==> src/rtl/scl_timing_pkg.sv <==
package scl_timing_pkg;

  typedef enum logic [1:0] {
    RATIO_1_1  = 2'd0,
    RATIO_2_1  = 2'd1,
    RATIO_16_9 = 2'd2
  } ratio_e;

  // divider units spent in the low phase for each ratio
  function automatic logic [4:0] low_units(ratio_e r);
    case (r)
      RATIO_2_1:  low_units = 5'd2;
      RATIO_16_9: low_units = 5'd16;
      default:    low_units = 5'd1;
    endcase
  endfunction

  // divider units spent in the high phase for each ratio
  function automatic logic [4:0] high_units(ratio_e r);
    case (r)
      RATIO_16_9: high_units = 5'd9;
      default:    high_units = 5'd1;
    endcase
  endfunction

  // bus-rate multiplier forming the divisor
  function automatic logic [4:0] rate_mult(ratio_e r);
    case (r)
      RATIO_2_1:  rate_mult = 5'd3;
      RATIO_16_9: rate_mult = 5'd25;
      default:    rate_mult = 5'd2;
    endcase
  endfunction

endpackage

==> src/rtl/scl_divider.sv <==
// Restoring serial divider: one quotient bit per cycle.
module scl_divider #(
  parameter int NUM_W = 16,
  parameter int DEN_W = 14
) (
  input  logic             clk,
  input  logic             rst_n,
  input  logic             start,
  input  logic [NUM_W-1:0] num,
  input  logic [DEN_W-1:0] den,
  output logic             busy,
  output logic             done,
  output logic [NUM_W-1:0] quo
);
  localparam int STEP_W = $clog2(NUM_W);

  logic              busy_q, busy_n;
  logic              done_q, done_n;
  logic [STEP_W-1:0] step_q, step_n;
  logic [DEN_W-1:0]  den_q, den_n;
  logic [DEN_W-1:0]  rem_q, rem_n;
  logic [NUM_W-1:0]  qsh_q, qsh_n;
  logic [DEN_W:0]    trial;
  logic              fits;

  always_comb begin
    trial  = {rem_q, qsh_q[NUM_W-1]};
    fits   = (trial >= {1'b0, den_q});
    busy_n = busy_q;
    done_n = 1'b0;
    step_n = step_q;
    den_n  = den_q;
    rem_n  = rem_q;
    qsh_n  = qsh_q;
    if (busy_q) begin
      rem_n = fits ? DEN_W'(trial - {1'b0, den_q}) : DEN_W'(trial);
      qsh_n = {qsh_q[NUM_W-2:0], fits};
      if (step_q == STEP_W'(NUM_W - 1)) begin
        busy_n = 1'b0;
        done_n = 1'b1;
      end else begin
        step_n = step_q + STEP_W'(1);
      end
    end else if (start) begin
      busy_n = 1'b1;
      step_n = '0;
      den_n  = den;
      rem_n  = '0;
      qsh_n  = num;
    end
  end

  always_ff @(posedge clk or negedge rst_n) begin
    if (!rst_n) begin
      busy_q <= 1'b0;
      done_q <= 1'b0;
      step_q <= '0;
      den_q  <= '0;
      rem_q  <= '0;
      qsh_q  <= '0;
    end else begin
      busy_q <= busy_n;
      done_q <= done_n;
      step_q <= step_n;
      den_q  <= den_n;
      rem_q  <= rem_n;
      qsh_q  <= qsh_n;
    end
  end

  assign busy = busy_q;
  assign done = done_q;
  assign quo  = qsh_q;
endmodule

==> src/rtl/scl_rise_calc.sv <==
// Rise-time limit count for the selected speed class.
module scl_rise_calc #(
  parameter int MHZ_W = 6
) (
  input  logic [MHZ_W-1:0] mhz,
  input  logic             fast,
  output logic [MHZ_W-1:0] trise
);
  logic [MHZ_W+1:0] scaled;

  always_comb begin
    scaled = ((MHZ_W+2)'(mhz) * (MHZ_W+2)'(3)) / (MHZ_W+2)'(10);
    if (fast) trise = MHZ_W'(scaled) + MHZ_W'(1);
    else      trise = mhz + MHZ_W'(1);
  end
endmodule

==> src/rtl/scl_cfg_unit.sv <==
// Snapshots the inputs, runs the divider, clamps, checks and commits.
module scl_cfg_unit
  import scl_timing_pkg::*;
#(
  parameter int MHZ_W   = 6,
  parameter int KHZ_W   = 9,
  parameter int DIV_W   = 12,
  parameter int MHZ_MIN = 2,
  parameter int MHZ_MAX = 36,
  parameter int KHZ_MAX = 400
) (
  input  logic             clk,
  input  logic             rst_n,
  input  logic             enable,
  input  logic [MHZ_W-1:0] clk_mhz,
  input  logic [KHZ_W-1:0] bus_khz,
  input  logic             fast_mode,
  input  logic             duty_169,
  output logic [DIV_W-1:0] div_o,
  output ratio_e           ratio_o,
  output logic [MHZ_W-1:0] trise_o,
  output logic             err_o,
  output logic             valid_o
);
  localparam int NUM_W = MHZ_W + 10;
  localparam int DEN_W = KHZ_W + 5;

  ratio_e           ratio_live, ratio_s_q, ratio_s_n;
  logic [MHZ_W-1:0] mhz_s_q, mhz_s_n;
  logic [KHZ_W-1:0] khz_s_q, khz_s_n;
  logic [NUM_W-1:0] num_c, quo;
  logic [DEN_W-1:0] den_c;
  logic             start, dbusy, ddone, commit;
  logic             range_bad, ovf;
  logic [DIV_W-1:0] floor_v, div_clamped;
  logic [MHZ_W-1:0] trise_c;

  logic [DIV_W-1:0] div_q, div_n;
  ratio_e           ratio_q, ratio_n;
  logic [MHZ_W-1:0] trise_q, trise_n;
  logic             err_q, err_n, valid_q, valid_n;

  always_comb begin
    if (!fast_mode)    ratio_live = RATIO_1_1;
    else if (duty_169) ratio_live = RATIO_16_9;
    else               ratio_live = RATIO_2_1;
    num_c = NUM_W'(clk_mhz) * NUM_W'(1000);
    den_c = DEN_W'(bus_khz) * DEN_W'(rate_mult(ratio_live));
    start = !enable && !dbusy && !ddone;
  end

  scl_divider #(.NUM_W(NUM_W), .DEN_W(DEN_W)) u_div (
    .clk   (clk),
    .rst_n (rst_n),
    .start (start),
    .num   (num_c),
    .den   (den_c),
    .busy  (dbusy),
    .done  (ddone),
    .quo   (quo)
  );

  scl_rise_calc #(.MHZ_W(MHZ_W)) u_rise (
    .mhz   (mhz_s_q),
    .fast  (ratio_s_q != RATIO_1_1),
    .trise (trise_c)
  );

  always_comb begin
    mhz_s_n   = start ? clk_mhz    : mhz_s_q;
    khz_s_n   = start ? bus_khz    : khz_s_q;
    ratio_s_n = start ? ratio_live : ratio_s_q;

    commit    = ddone && !enable;
    range_bad = (int'(mhz_s_q) < MHZ_MIN) || (int'(mhz_s_q) > MHZ_MAX) ||
                (khz_s_q == '0) || (int'(khz_s_q) > KHZ_MAX);
    ovf       = |quo[NUM_W-1:DIV_W];
    floor_v   = (ratio_s_q == RATIO_1_1) ? DIV_W'(4) : DIV_W'(1);
    div_clamped = (quo < NUM_W'(floor_v)) ? floor_v : quo[DIV_W-1:0];

    div_n   = div_q;
    ratio_n = ratio_q;
    trise_n = trise_q;
    err_n   = err_q;
    valid_n = valid_q;
    if (commit) begin
      if (range_bad || ovf) begin
        div_n   = '0;
        ratio_n = RATIO_1_1;
        trise_n = '0;
        err_n   = 1'b1;
        valid_n = 1'b0;
      end else begin
        div_n   = div_clamped;
        ratio_n = ratio_s_q;
        trise_n = trise_c;
        err_n   = 1'b0;
        valid_n = 1'b1;
      end
    end
  end

  always_ff @(posedge clk or negedge rst_n) begin
    if (!rst_n) begin
      mhz_s_q   <= '0;
      khz_s_q   <= '0;
      ratio_s_q <= RATIO_1_1;
      div_q     <= '0;
      ratio_q   <= RATIO_1_1;
      trise_q   <= '0;
      err_q     <= 1'b0;
      valid_q   <= 1'b0;
    end else begin
      mhz_s_q   <= mhz_s_n;
      khz_s_q   <= khz_s_n;
      ratio_s_q <= ratio_s_n;
      div_q     <= div_n;
      ratio_q   <= ratio_n;
      trise_q   <= trise_n;
      err_q     <= err_n;
      valid_q   <= valid_n;
    end
  end

  assign div_o   = div_q;
  assign ratio_o = ratio_q;
  assign trise_o = trise_q;
  assign err_o   = err_q;
  assign valid_o = valid_q;
endmodule

==> src/rtl/scl_phase_gen.sv <==
// Low/high phase counter with low-phase hold.
module scl_phase_gen
  import scl_timing_pkg::*;
#(
  parameter int DIV_W = 12,
  parameter int CNT_W = DIV_W + 5
) (
  input  logic             clk,
  input  logic             rst_n,
  input  logic             enable,
  input  logic             cfg_ok,
  input  logic             stretch,
  input  logic [DIV_W-1:0] div,
  input  ratio_e           ratio,
  output logic             scl
);
  logic [CNT_W-1:0] low_len, high_len;
  logic [CNT_W-1:0] cnt_q, cnt_n;
  logic             run_q, run_n;
  logic             hi_q, hi_n;

  always_comb begin
    low_len  = CNT_W'(low_units(ratio))  * CNT_W'(div);
    high_len = CNT_W'(high_units(ratio)) * CNT_W'(div);
    run_n = run_q;
    hi_n  = hi_q;
    cnt_n = cnt_q;
    if (!enable || !cfg_ok) begin
      run_n = 1'b0;
      hi_n  = 1'b0;
      cnt_n = '0;
    end else if (!run_q) begin
      run_n = 1'b1;
      hi_n  = 1'b0;
      cnt_n = '0;
    end else if (!hi_q) begin
      if (!stretch) begin
        if (cnt_q == low_len - CNT_W'(1)) begin
          hi_n  = 1'b1;
          cnt_n = '0;
        end else begin
          cnt_n = cnt_q + CNT_W'(1);
        end
      end
    end else begin
      if (cnt_q == high_len - CNT_W'(1)) begin
        hi_n  = 1'b0;
        cnt_n = '0;
      end else begin
        cnt_n = cnt_q + CNT_W'(1);
      end
    end
  end

  always_ff @(posedge clk or negedge rst_n) begin
    if (!rst_n) begin
      run_q <= 1'b0;
      hi_q  <= 1'b0;
      cnt_q <= '0;
    end else begin
      run_q <= run_n;
      hi_q  <= hi_n;
      cnt_q <= cnt_n;
    end
  end

  assign scl = !(run_q && !hi_q);
endmodule

==> src/rtl/scl_timing_gen.sv <==
module scl_timing_gen
  import scl_timing_pkg::*;
#(
  parameter int MHZ_W   = 6,
  parameter int KHZ_W   = 9,
  parameter int DIV_W   = 12,
  parameter int MHZ_MIN = 2,
  parameter int MHZ_MAX = 36,
  parameter int KHZ_MAX = 400
) (
  input  logic             clk,
  input  logic             rst_n,
  input  logic [MHZ_W-1:0] clk_mhz,
  input  logic [KHZ_W-1:0] bus_khz,
  input  logic             fast_mode,
  input  logic             duty_169,
  input  logic             enable,
  input  logic             stretch,
  output logic             scl,
  output logic [MHZ_W-1:0] trise_cnt,
  output logic             duty_flag,
  output logic [DIV_W-1:0] div_val,
  output logic             cfg_err
);
  localparam int CNT_W = DIV_W + 5;

  ratio_e cfg_ratio;
  logic   cfg_valid;

  scl_cfg_unit #(
    .MHZ_W(MHZ_W), .KHZ_W(KHZ_W), .DIV_W(DIV_W),
    .MHZ_MIN(MHZ_MIN), .MHZ_MAX(MHZ_MAX), .KHZ_MAX(KHZ_MAX)
  ) u_cfg (
    .clk       (clk),
    .rst_n     (rst_n),
    .enable    (enable),
    .clk_mhz   (clk_mhz),
    .bus_khz   (bus_khz),
    .fast_mode (fast_mode),
    .duty_169  (duty_169),
    .div_o     (div_val),
    .ratio_o   (cfg_ratio),
    .trise_o   (trise_cnt),
    .err_o     (cfg_err),
    .valid_o   (cfg_valid)
  );

  scl_phase_gen #(.DIV_W(DIV_W), .CNT_W(CNT_W)) u_phase (
    .clk     (clk),
    .rst_n   (rst_n),
    .enable  (enable),
    .cfg_ok  (cfg_valid),
    .stretch (stretch),
    .div     (div_val),
    .ratio   (cfg_ratio),
    .scl     (scl)
  );

  assign duty_flag = (cfg_ratio == RATIO_16_9);
endmodule

==> config.mk <==
export PLATFORM = sky130hd
export DESIGN_NAME = scl_timing_gen
export DESIGN_NICKNAME = d
export VERILOG_FILES = /design/src/rtl/scl_timing_pkg.sv /design/src/rtl/scl_divider.sv /design/src/rtl/scl_rise_calc.sv /design/src/rtl/scl_cfg_unit.sv /design/src/rtl/scl_phase_gen.sv /design/src/rtl/scl_timing_gen.sv
export SDC_FILE = /design/constraint.sdc
export NUM_CORES = 1
export LEC_CHECK = 0
export BUFFER_PORTS_ARGS = -buffer_cell sky130_fd_sc_hd__buf_2
export CAP_MARGIN = 20
export CORE_AREA = 3 3 185 187
export DETAILED_ROUTE_END_ITERATION = 8
export DIE_AREA = 0 0 188 190
export GPL_ROUTABILITY_DRIVEN = 0
export HOLD_SLACK_MARGIN = 0.12
export PLACE_DENSITY_LB_ADDON = 0.2
export SLEW_MARGIN = 30
export SYNTH_ARGS = -nofsm -noshare
export SYNTH_HDL_FRONTEND = slang
export SYNTH_SLANG_ARGS = --single-unit
==> constraint.sdc <==
create_clock -name clk -period 14.11 [get_ports clk]
set_clock_uncertainty 0.15 [all_clocks]
set_input_delay 2.822 -clock clk [delete_from_list [all_inputs] [get_ports clk]]
set_output_delay 2.822 -clock clk [all_outputs]
set_load 0.005 [all_outputs]
* Word-level counts from Yosys, hierarchy flattened *
Index checks and enable logic that the tools add are counted.

storage, ports and cells
  bits in registers = 108
  word-level logic and storage cells = 106
  output and inout port bits = 21

cells by class
  eq/ne operators = 9
  add/sub/neg operators = 7
  muxes and demuxes = 39
  multipliers = 5
  bitwise operators = 1
  divide/modulo/power cells = 1
  reduce and logical (&&, ||, !) cells = 22
  magnitude comparators = 5

operators by type and width
  operator               count
  $mux 17                6
  $mux 14                3
  $eq 17x17->1           2
  $sub 17x1->17 const B  2
  $mux 16                2
  $mux 12                2
  $pmux 5 s2             2
  $add 17x1->17 const B  1
  $mul 5x12->17          1
  $lt 16x12->1           1
  $mul 4x12->16          1
  $mux 4                 4
  $ge 15x14->1           1
  $mul 9x5->14           1
  $mux 1                 14
  $sub 14x14->14         1
  $mul 6x7->13 const B   1
  $add 6x1->6 const B    2
  $mux 6                 2
  $gt 9x9->1 const B     1
  $logic_not 9->1        1
  $div 8x4->8 const B    1
  $mul 6x2->8 const B    1
  $gt 6x6->1 const B     1
  other kinds (17)       35

* Longest topological paths before layout *
  word-level depth = 10
  mapped depth = 22
  gate-level depth less buffers = 21

* Hierarchy *
A second synthesis with hierarchy kept.

second synthesis, totals
  cells, all modules = 1393
  area, all modules = 11989.0 um2

modules (own cells, without submodules)
  module          instances  area an instance (um2)  cells an instance  sequential area each (um2)
  scl_phase_gen   1          4305.4                  549                475.5
  scl_cfg_unit    1          3659.8                  389                975.9
  scl_divider     1          2959.1                  320                1251.2
  scl_rise_calc   1          1051.0                  134                0.0
  scl_timing_gen  1          13.8                    1                  0.0

* Worst setup path before layout *
Ideal clock, no wire load.

  kind = input port to flip-flop
  from = in duty_169
  to = reg u_cfg.u_div.den_q[13]
  stages = 17
  required time = 13826 ps
  arrival time = 6103 ps
  library setup time = 134 ps
  setup slack = 7723 ps
  cell sequence = clkbuf_1 > and3_1 > ha_1 > inv_1 > fa_1 > fa_1 > inv_1 > ha_1 > inv_1 > o21bai_1 > a21oi_1 > o21bai_1 > a21oi_1 > o21ai_0 > o41ai_1 > xor2_1 > o21ai_0

between the ends
  longest elaborated chain between the ends = 5
  elaborated cells on any way between the ends = 6

ends and longest elaborated chain
  item                                      RTL line              text
  start, declared                           scl_timing_gen.sv:16  input logic duty_169,
  $mux 2 (*)                                scl_cfg_unit.sv:45    else if (duty_169) ratio_live = RATIO_16_9;
  $mux 2 (*)                                scl_cfg_unit.sv:44    if (!fast_mode) ratio_live = RATIO_1_1;
  $eq 2x2->1 or $eq 2x1->1 (tied branches)  scl_timing_pkg.sv:28  case (r)
  $pmux 5 s2 (*)                            scl_timing_pkg.sv:28
  $mul 9x5->14 (*)                          scl_cfg_unit.sv:48    den_c = DEN_W'(bus_khz) * DEN_W'(rate_mult(ratio_live));
  end signal, assigned                      scl_divider.sv:65     den_q <= den_n;
  end, declared                             scl_divider.sv:20     logic [DEN_W-1:0] den_q, den_n;

Every way passes the cells marked *; elsewhere a longest branch is shown, timed or not.
A chain may end at the register's enable or synchronous reset.

* Worst setup path after layout *
  from = in clk_mhz[0]
  to = reg u_cfg.u_div.qsh_q[15] (netlist: u_cfg.u_div.quo[15])

between the ends
  longest elaborated chain between the ends = 3

ends and longest elaborated chain
  item                  RTL line              text
  start, declared       scl_timing_gen.sv:13  input logic [MHZ_W-1:0] clk_mhz,
  $mul 6x7->13          scl_cfg_unit.sv:47    num_c = NUM_W'(clk_mhz) * NUM_W'(1000);
  $mux 16               scl_divider.sv:44     end else if (start) begin
  $mux 16               scl_divider.sv:35     if (busy_q) begin
  end signal, assigned  scl_divider.sv:67     qsh_q <= qsh_n;
  end, declared         scl_divider.sv:22     logic [NUM_W-1:0] qsh_q, qsh_n;

No other way between the ends. The select of a mux whose other input is x is not followed.

==> impl_metrics.py <==
metrics = {
    "die": {
        "initial_core_util_pct": 35.0,
        "die_w_um": 188,
        "coreArea_um2": 32600,
        "fp.dieArea_um2": 35700,
        "chipHeight_um": 190,
        "row_count": 66,
        "io_pins": 42,
    },
    "critical_path": {
        "worst_setup_path_start_kind": "input pin",
        "arrival_ns": 6.44,
        "crit_fanout": 5,
        "r2r-start": "u_cfg.ratio_o[0]",
        "r2r-end": "u_phase.cnt_q[0]",
        "required_ns": 14.21,
        "worst_setup_path_end_kind": "flip-flop",
        "critPathKind": "in2reg",
        "reg2regPathDepth": 17,
        "r2r_setup_slack_ns": 7.99,
    },
    "sta": {
        "fin_crit_ns": 6.34,
        "setup_viol_count_final": 0,
        "fin_crit_sh_pct": 44.9,
        "tightest_slew_ns": 0.861,
        "finalHoldViolCount": 0,
        "fmax_mhz": 158,
        "drv_slew": 0,
        "fin_tns_setup_ns": 0,
        "rsz0062_at_grt": "no",
        "slew_headroom_pct": 42.4,
        "setup_slack_ns": 7.77,
    },
    "final_layout": {
        "multi_input_area_um2": 7970,
        "n_fill_cell": 3325,
        "antennaDiodeCount": 0,
        "area_delta_synth_final_pct": 8.22,
        "final-seq-area_um2": 2700,
        "drive_above_1_share_pct": 6.81,
        "nNetsFinal": 1567,
    },
    "yosys": {
        "syn-num-nets": 1558,
        "ys_ff_latch": 108,
        "yosysSeqAreaShare_pct": 23.7,
        "synthCells": 1352,
        "async_flop_share_pct": 100,
        "ys_warn_count": 0,
        "post-synth-top-area-cell": "dfrtp_1",
        "synth_ff_type": "dfrtp_1",
        "yosys.cell_count.top_type": "nand2_1",
        "synth_common_cells": "nand2_1, inv_1, ha_1",
        "synthTopCellsByArea": "dfrtp_1, ha_1, fa_1",
        "yosysUniqueCellTypes": 82,
        "synthDominantCellAreaShare_pct": 23.7,
        "synth-edff-count": 0,
        "synth_area_per_cell_um2": 8.43,
        "syn_area_um2": 11400,
    },
    "detailed_routing": {
        "num_vias": 9232,
        "drt-pass1-iter-count": 5,
        "vias_per_cell": 5.11,
        "drc_errors": 0,
        "wl_per_cell_um": 15.5,
        "drt_wl_total_um": 28000,
        "drt-initial-drc-count": 427,
        "ant_nets": 0,
    },
    "grt": {
        "first_global_vias": 9107,
        "met1_usage_pct": 20.8,
        "grt_pass1_wl_um": 46900,
        "grt_use_met3_pct": 1.95,
        "grt_max_degree": 65,
        "grt_antenna_before_repair": 0,
        "grt_overflow": 0,
        "grt_usage_pct": 16.0,
        "top_usage_layer": "met2",
        "grt_util_met2_pct": 28.2,
    },
    "clocking": {
        "numCtsBuffers": 9,
        "post_cts_buffers": 0,
        "clk_latency_ns": 0.37,
        "clkSlewWorstSetupHoldPaths_ns": 0.09,
        "htree_num_levels": 3,
        "clockBufferDepth": 2,
        "cts-resized-gates": 0,
        "clock-root-buffer": "clkbuf_16",
        "cts_tree": "yes",
        "cts-hold-fix-buffers": 0,
        "numClockSinks": 108,
    },
    "pwr": {
        "p_leak_uw": 0.00600,
        "intPower_uw": 1290,
        "switching_share_pct": 48.0,
        "comb_power_share_pct": 67.2,
        "cellPowerDensity_nw_per_um2": 201,
        "clkPwrFrac_pct": 11.5,
        "power.switching_uw": 1190,
        "vdd_drop_max_uv": 96.4,
        "p_seq_share_pct": 21.4,
    },
    "flow_run": {
        "maxCapViolCount": 0,
    },
    "worst_hold_path": {
        "hp-start": "u_cfg.khz_s_q[3]",
        "hold_path.class": "reg2reg",
        "min_to": "u_cfg.khz_s_q[3]",
        "worstHoldPathCells": 2,
    },
    "place": {
        "port_buffers": 41,
        "pre_cts_ws_ns": 7.41,
        "place_hpwl_um": 22100,
    },
    "outcome": {
        "outcome": "completed",
    },
}
[worst max path at each step]
stage               startpoint                     to  slack (ns)  cells after the start
global placement     fast_mode  u_cfg.u_div.den_q[13]        7.44                     17
CTS                 clk_mhz[0]    u_cfg.u_div.quo[15]        7.78                     20
detailed placement  clk_mhz[2]    u_cfg.u_div.quo[15]        7.41                     20
floorplan             duty_169  u_cfg.u_div.den_q[13]        7.72                     17
finish              clk_mhz[0]    u_cfg.u_div.quo[15]        7.77                     20
global route         fast_mode  u_cfg.u_div.den_q[13]        7.33                     17
[worst max-delay path: stages]
cell and delay, ns:
buf_2 0.13, inv_1 0.07, fa_1 0.53, inv_1 0.07, fa_1 0.49, inv_1 0.05, fa_1 0.49, inv_1 0.04
ha_1 0.31, nor2b_1 0.15, o21ai_0 0.15, nand2b_1 0.11, a21oi_1 0.17, o21bai_1 0.11, a21o_1 0.19, a21oi_1 0.17
xnor2_1 0.14, nor2_1 0.05, a21oi_1 0.12, o21ai_0 0.08
[layout by cell type (no fill, tap or decap), types with 26 or more instances in the layout]
| master | synthesis | layout |
|---|---|---|
| a21oi_1 | 70 | 70 |
| xor2_1 | 26 | 26 |
| nand2_1 | 157 | 156 |
| xnor2_1 | 56 | 56 |
| buf_2 | 1 | 40 |
| inv_1 | 139 | 139 |
| and2_1 | 48 | 48 |
| o21ai_0 | 88 | 88 |
| fa_1 | 47 | 47 |
| nor2_1 | 68 | 67 |
| dfrtp_1 | 108 | 108 |
| ha_1 | 138 | 138 |
[cells by family (layout without fill, tap and decap cells)]
group,after synthesis,after routing,share of synthesized area (%)
xor gates and xnor gates,86,86,7.09
buffers and inverters,189,203,6.43
AOI/OAI and AO/OA,321,321,18.3
muxes,17,17,1.53
DFF,108,108,23.7
and+or+nand+nor,445,445,19.5
adders and majority gates,186,186,23.5
[power groups by stage]
stage               clock network (µW)  logic, µW  registers (µW)
floorplan                            0       1360             489
global placement                     0       1660             537
detailed placement                   0       1670             538
CTS                                294       1680             532
global route                       305       1910             548
finish                             285       1670             530
[flip-flops by register name, indices dropped and copies added, names as in the netlist, 6 cells and up]
signal / flops
u_cfg.u_div.den_q: 14
u_cfg.trise_o: 6
u_cfg.u_div.rem_q: 14
u_cfg.u_div.quo: 16
u_cfg.div_o: 12
u_phase.cnt_q: 17
u_cfg.mhz_s_q: 6
u_cfg.khz_s_q: 9
[layout make-up]
cell class	instances	area share, %
Sequential cell	108	21.9
Clock buffer	9	1.83
Tap cell	442	4.48
Multi-Input combinational cell	1055	64.6
Timing Repair Buffer	47	2.08
Inverter	140	4.26
Clock inverter	7	0.832
[layer usage]
| metal | wire (µm) | part of all wire, % | up-vias |
|---|---|---|---|
| met4 | 732 | 2.6 | 0 |
| met2 | 13700 | 49 | 107 |
| li1 | - | - | 4707 |
| met3 | 570 | 2.0 | 33 |
| met5 | 0 | 0 | - |
| met1 | 13000 | 47 | 4385 |
[metrics by stage]
stage	total power, µW	utilization, %	area, µm²	hold WS (ns)	std cells
6_report	2480	37.8	12300	0.332	1808
5_1_grt	2760	37.8	12300	0.355	1808
4_1_cts	2500	37.8	12300	0.336	1808
3_5_place_dp	2210	36.8	12000	0.309	1792
3_3_place_gp	2200	36.8	12000	0.305	1792
2_1_floorplan	1850	-	11400	0.287	1352
(Power assumes the default switching activity.)
